### src/rtl/frac_div_pkg.sv
package frac_div_pkg;
   // Scaled divisor represented by a stored field: field plus one whole unit.
   function automatic int unsigned scaled_of(input int unsigned field, input int unsigned frac_w);
      return field + (32'd1 << frac_w);
   endfunction

   // Mask covering a field inside a 32-bit register word.
   function automatic logic [31:0] field_mask(input int unsigned shift, input int unsigned width);
      return ((32'd1 << width) - 32'd1) << shift;
   endfunction
endpackage

### src/rtl/frac_div_accum.sv
module frac_div_accum #(
   parameter int FRAC_W  = 2,
   parameter int FIELD_W = 6
) (
   input  logic               clk,
   input  logic               rst_n,
   input  logic               step,
   input  logic [FIELD_W-1:0] field,
   output logic               hit,
   output logic               pulse
);
   localparam int ACC_W = FIELD_W + 2;
   localparam logic [ACC_W-1:0] UNIT = ACC_W'(frac_div_pkg::scaled_of(0, FRAC_W));

   logic [ACC_W-1:0] acc_q;
   logic [ACC_W-1:0] div_v;
   logic [ACC_W-1:0] sum_v;

   assign div_v = ACC_W'(field) + UNIT;
   assign sum_v = acc_q + UNIT;
   assign hit   = step && (sum_v >= div_v);

   always_ff @(posedge clk or negedge rst_n) begin
      if (!rst_n) begin
         acc_q <= '0;
         pulse <= 1'b0;
      end else begin
         pulse <= hit;
         if (step) acc_q <= hit ? (sum_v - div_v) : sum_v;
      end
   end
endmodule

### src/rtl/frac_div_cfg.sv
module frac_div_cfg #(
   parameter int FIELD_W     = 6,
   parameter int FIELD_SHIFT = 8,
   parameter int TRIG_BIT    = 1,
   parameter bit FIXED       = 1'b0,
   parameter int FIXED_FIELD = 5,
   parameter int RESET_FIELD = 0
) (
   input  logic               clk,
   input  logic               rst_n,
   input  logic               reg_wr,
   input  logic [31:0]        reg_wdata,
   input  logic               fld_wr,
   input  logic [FIELD_W-1:0] fld_val,
   input  logic               commit,
   output logic [31:0]        reg_rdata,
   output logic               busy,
   output logic [FIELD_W-1:0] active_field
);
   localparam logic [31:0] FMASK = frac_div_pkg::field_mask(FIELD_SHIFT, FIELD_W);
   localparam logic [31:0] TMASK = 32'd1 << TRIG_BIT;
   localparam int          INIT_FIELD = FIXED ? FIXED_FIELD : RESET_FIELD;

   logic [31:0] reg_q;
   logic [31:0] reg_view;

   always_ff @(posedge clk or negedge rst_n) begin
      if (!rst_n) begin
         reg_q <= 32'(INIT_FIELD) << FIELD_SHIFT;
         busy  <= 1'b0;
      end else begin
         busy <= (reg_wr && reg_wdata[TRIG_BIT]) || (busy && !commit);
         if (reg_wr)      reg_q <= reg_wdata & ~TMASK;
         else if (fld_wr) reg_q <= (reg_q & ~FMASK) | (32'(fld_val) << FIELD_SHIFT);
      end
   end

   if (FIXED) begin : g_fixed
      assign reg_view     = (reg_q & ~FMASK) | (32'(FIXED_FIELD) << FIELD_SHIFT);
      assign active_field = FIELD_W'(FIXED_FIELD);
   end else begin : g_prog
      logic [FIELD_W-1:0] act_q;
      always_ff @(posedge clk or negedge rst_n) begin
         if (!rst_n)      act_q <= FIELD_W'(RESET_FIELD);
         else if (commit) act_q <= reg_q[FIELD_SHIFT +: FIELD_W];
      end
      assign reg_view     = reg_q;
      assign active_field = act_q;
   end

   assign reg_rdata = reg_view | (busy ? TMASK : 32'd0);
endmodule

### src/rtl/frac_clk_div.sv
module frac_clk_div #(
   parameter int FRAC_W      = 2,
   parameter int FIELD_W     = 6,
   parameter int FIELD_SHIFT = 8,
   parameter int TRIG_BIT    = 1,
   parameter bit FIXED       = 1'b0,
   parameter int FIXED_FIELD = 5,
   parameter int RESET_FIELD = 0
) (
   input  logic               clk,
   input  logic               rst_n,
   input  logic               ref_en,
   input  logic               gate_open,
   input  logic               reg_wr,
   input  logic [31:0]        reg_wdata,
   input  logic               fld_wr,
   input  logic [FIELD_W-1:0] fld_val,
   output logic [31:0]        reg_rdata,
   output logic               trig_busy,
   output logic               div_pulse
);
   if (FIELD_SHIFT + FIELD_W > 32) begin : g_err_span
      $error("divider field does not fit in the 32-bit register");
   end
   if (TRIG_BIT >= FIELD_SHIFT && TRIG_BIT < FIELD_SHIFT + FIELD_W) begin : g_err_trig
      $error("trigger bit overlaps the divider field");
   end
   if (FRAC_W < 0 || FRAC_W > FIELD_W) begin : g_err_frac
      $error("fraction width must lie within the field width");
   end
   if (FIXED_FIELD >= (1 << FIELD_W) || RESET_FIELD >= (1 << FIELD_W)) begin : g_err_val
      $error("constant field value does not fit the field width");
   end

   logic               step;
   logic               hit;
   logic               commit;
   logic [FIELD_W-1:0] active_field;

   assign step   = ref_en && gate_open;
   assign commit = trig_busy && hit;

   frac_div_cfg #(
      .FIELD_W(FIELD_W), .FIELD_SHIFT(FIELD_SHIFT), .TRIG_BIT(TRIG_BIT),
      .FIXED(FIXED), .FIXED_FIELD(FIXED_FIELD), .RESET_FIELD(RESET_FIELD)
   ) u_cfg (
      .clk(clk), .rst_n(rst_n), .reg_wr(reg_wr), .reg_wdata(reg_wdata),
      .fld_wr(fld_wr), .fld_val(fld_val), .commit(commit),
      .reg_rdata(reg_rdata), .busy(trig_busy), .active_field(active_field)
   );

   frac_div_accum #(.FRAC_W(FRAC_W), .FIELD_W(FIELD_W)) u_acc (
      .clk(clk), .rst_n(rst_n), .step(step), .field(active_field),
      .hit(hit), .pulse(div_pulse)
   );
endmodule

### config.mk
export PLATFORM = sky130hd
export DESIGN_NAME = frac_clk_div
export DESIGN_NICKNAME = d
export VERILOG_FILES = /design/src/rtl/frac_div_pkg.sv /design/src/rtl/frac_div_accum.sv /design/src/rtl/frac_div_cfg.sv /design/src/rtl/frac_clk_div.sv
export SDC_FILE = /design/constraint.sdc
export NUM_CORES = 1
export LEC_CHECK = 0
export BUFFER_PORTS_ARGS = -buffer_cell sky130_fd_sc_hd__buf_4
export CAP_MARGIN = 30
export CORE_UTILIZATION = 40
export DETAILED_ROUTE_END_ITERATION = 16
export PLACE_DENSITY_LB_ADDON = 0.12
export SETUP_SLACK_MARGIN = 0.5
export SYNTH_ARGS = -nofsm -noshare
export SYNTH_HDL_FRONTEND = slang
export SYNTH_SLANG_ARGS = --single-unit
### constraint.sdc
create_clock -name clk -period 2.5 [get_ports clk]
set_input_delay 0.125 -clock clk [delete_from_list [all_inputs] [get_ports clk]]
set_output_delay 0.125 -clock clk [all_outputs]
set_load 0.01 [all_outputs]
==> key figures <==
Floorplanning
  • Io pins: 78
  • Die Area: 6190 sq um
  • Chip width: 78.7 um
  • Core area: 5570 sq um
  • Die Height: 78.7 um
  • Starting density of the core: 0.422
  • Row count: 27

Synth
  • Synthesized instance count: 194
  • Top cells by area, synth: dfrtp_1 (50%), mux2_2 (15%), ha_1 (4.8%)
  • Yosys top cell area share: 0.500
  • Syn_nets: 248
  • Sequential fraction of the synthesis area: 0.500
  • Synth Warn #: 0
  • Synth Area per Inst: 12.1 sq um
  • Post-synth EDFFs: 0
  • Seq cells post-synth: 47
  • Number of library cell types mapped by synthesis: 42
  • Syn Std Cell Area: 2350 sq um
  • Area leader, netlist: dfrtp_1
  • Cell with the most instances after synthesis: dfrtp_1
  • Synth cell count leaders: dfrtp_1 (47), mux2_2 (32), nand2_1 (13)
  • Top FF cell, synth: dfrtp_1
  • Async S/R FF share, synth: 1.00

Setup path
  • CP Capture Type: flip-flop
  • Cells along the critical path: ha_4, xor2_2, ha_1, o21ai_1, nor2_2, o311a_4, or2_4, nand3_4, mux2_2
  • Reg2Reg Setup Slack: 0.05 ns
  • Worst Setup Path Type: flip-flop to flip-flop
  • CP Max Fanout: 6
  • Worst path required time: 2.69 ns
  • Family with the most delay on the worst path: adder cells
  • Slowest Stage Delay on Critical Path: 0.47 ns
  • Worst setup SP type: flip-flop
  • Worst reg2reg path depth: 9
  • Worst flop-to-flop path startpoint: u_acc.acc_q[2]
  • Critical path arrival: 2.64 ns
  • Worst r2r dst: u_cfg.active_field[3]
  • CP bufs+invs: 0
  • CP max stage cell: dfrtp_2

Drt
  • Antenna-violating nets left: 0
  • DRC violations left: 0
  • First-pass DRT Iterations: 4
  • Drt wl/cell: 14.2 um
  • DR vias: 1833
  • First DRT Iteration DRCs: 50
  • Avg Vias per Cell: 4.98
  • WL final: 5220 um

GRT
  • Largest net degree at the start of global routing: 48
  • Vias in the first global route: 1868
  • Total global-route track usage: 0.181
  • GR Overflow Total: 0
  • Initial antenna violation count: 0
  • First-pass GRT wire length: 8700 um

Timing
  • Worst-margin pin slew: 0.590 ns
  • RSZ-0062 raised after global routing: true
  • Fmax: 408 MHz
  • Crit share post-route: 0.981
  • Setup TNS: 0 ns
  • Clock skew: 0.00727 ns
  • Final Max Slew Viols: 0
  • Final setup fails: 0
  • Post-layout min period: 2.45 ns
  • Max_slew headroom: 0.607
  • Hold Vio Cnt, Final: 0

Cells and area
  • Filler cell count: 444
  • Final layout net count: 349
  • Share of layout cells above drive strength 1: 0.561
  • Final Instance Area: 3390 sq um
  • Finished Layout Cells: 368
  • Area grow syn2layout: 44.0%
  • # diodes: 0
  • FF/Latch Area: 1180 sq um
  • Multi-input logic area: 1200 sq um

Clock tree
  • H-tree levels: 2
  • Clock slew at reported path FFs: 0.09 ns
  • Worst skew pair latency: 0.30 ns
  • CTS buffer count: 5
  • Clk sinks: 47
  • TritonCTS clock tree: yes
  • Clock Path Buffers: 2
  • Clock Tree Root: clkbuf_8

Placed design
  • Final GP Congestion: 0.787
  • Dpl cell area: 3150 sq um
  • DPL Wire Length: 3870 um
  • Port bufs: 77
  • Cell count after placement: 353

Worst hold path
  • Hold depth: 3
  • Worst hold path class: input port to flip-flop
  • Hold Path End: u_cfg.reg_q[13]
  • Hold Crit Start: reg_wdata[13]

Power
  • Power consumption: 0.00419 W
  • Leak: 1.61 nW
  • Pwr/cell area: 1230 nW/um^2
  • VDD IR max: 0.740 mV

Run
  • MaxCap Viol Count: 0

Status
  • Status: completed
## repair_timing
action,4_1_cts,5_1_grt
resized for setup,18,6
hold endpoints to repair,47,0
setup endpoints to repair,16,16
hold buffers,1,0
buffers inserted,5,1
pin swaps,5,5
## worst min-delay path, stage by stage
cell	delay, ns
buf_4	0.08
nand2_1	0.04
o21ai_0	0.06
## worst max-delay path by stage
stage,from,cells after the start,to
floorplan,u_acc.acc_q[2],10,u_cfg.active_field[0]
global placement,u_acc.acc_q[3],9,u_cfg.active_field[0]
detailed placement,u_acc.acc_q[0],10,u_cfg.active_field[3]
CTS,u_acc.acc_q[2],9,u_cfg.active_field[3]
global route,u_acc.acc_q[2],9,u_cfg.active_field[0]
finish,u_acc.acc_q[2],9,u_cfg.active_field[3]
## flip-flops by register name, indices dropped and copies added (netlist names)
signal,flops
u_acc.pulse,1
u_cfg.busy,1
u_cfg.active_field,6
u_acc.acc_q,8
u_cfg.reg_q,31
## metal layers
| metal | track usage | wire, um |
|---|---|---|
| met1 | 0.230 | 2330 |
| met2 | 0.297 | 2560 |
| met3 | 0.0483 | 241 |
| met4 | 0.0648 | 83 |
| met5 | 0 | 0 |
## cells by family after synthesis
| family | after synthesis | share of synthesized area |
|---|---|---|
| AOI/OAI and AO/OA | 33 | 0.105 |
| xor gates and xnor gates | 9 | 0.0335 |
| adders and majority gates | 10 | 0.0564 |
| buffers and inverters | 17 | 0.0319 |
| DFF | 47 | 0.500 |
| muxes | 41 | 0.191 |
| and+or+nand+nor | 37 | 0.0819 |
## final cells by class
cell class	count	area share
Sequential cell	47	0.348
Tap cell	72	0.0266
Multi-Input combinational cell	130	0.355
Clock buffer	5	0.0203
Inverter	8	0.00886
Timing Repair Buffer	103	0.234
Clock inverter	3	0.00701
## placed cells by master, fill, tap and decap left out, types with 2 or more instances in the layout
cell and instances:
nand2_1 12, inv_2 3, o21ai_0 8, ha_4 3, ha_1 5, mux2_2 29
mux2_4 3, xnor2_1 3, o31ai_1 2, o211ai_1 2, and4_1 2, nand3_1 5
buf_6 5, nor2_1 4, o211ai_2 2, o21a_1 3, inv_1 5, buf_4 97
clkbuf_8 5, a31oi_1 2, dfrtp_1 45, xor2_1 4, o21ai_1 4, dfrtp_2 2
clkinvlp_4 2, mux2i_1 9
## where the power goes
group          internal [W]  switching [W]
Sequential         0.000940       0.000166
Combinational       0.00145        0.00116
Clock              0.000200       0.000268
Total               0.00259        0.00159
## metrics by stage
stage          utilization  hold slack [ns]  setup slack [ns]
2_1_floorplan            -           -0.171            0.0561
3_3_place_gp         0.566            0.173            0.0289
3_5_place_dp         0.566            0.168           -0.0709
4_1_cts              0.603          0.00962            0.0366
5_1_grt              0.608           0.0249           -0.0346
6_report             0.608           0.0256            0.0472
(Power assumes the default switching activity.)
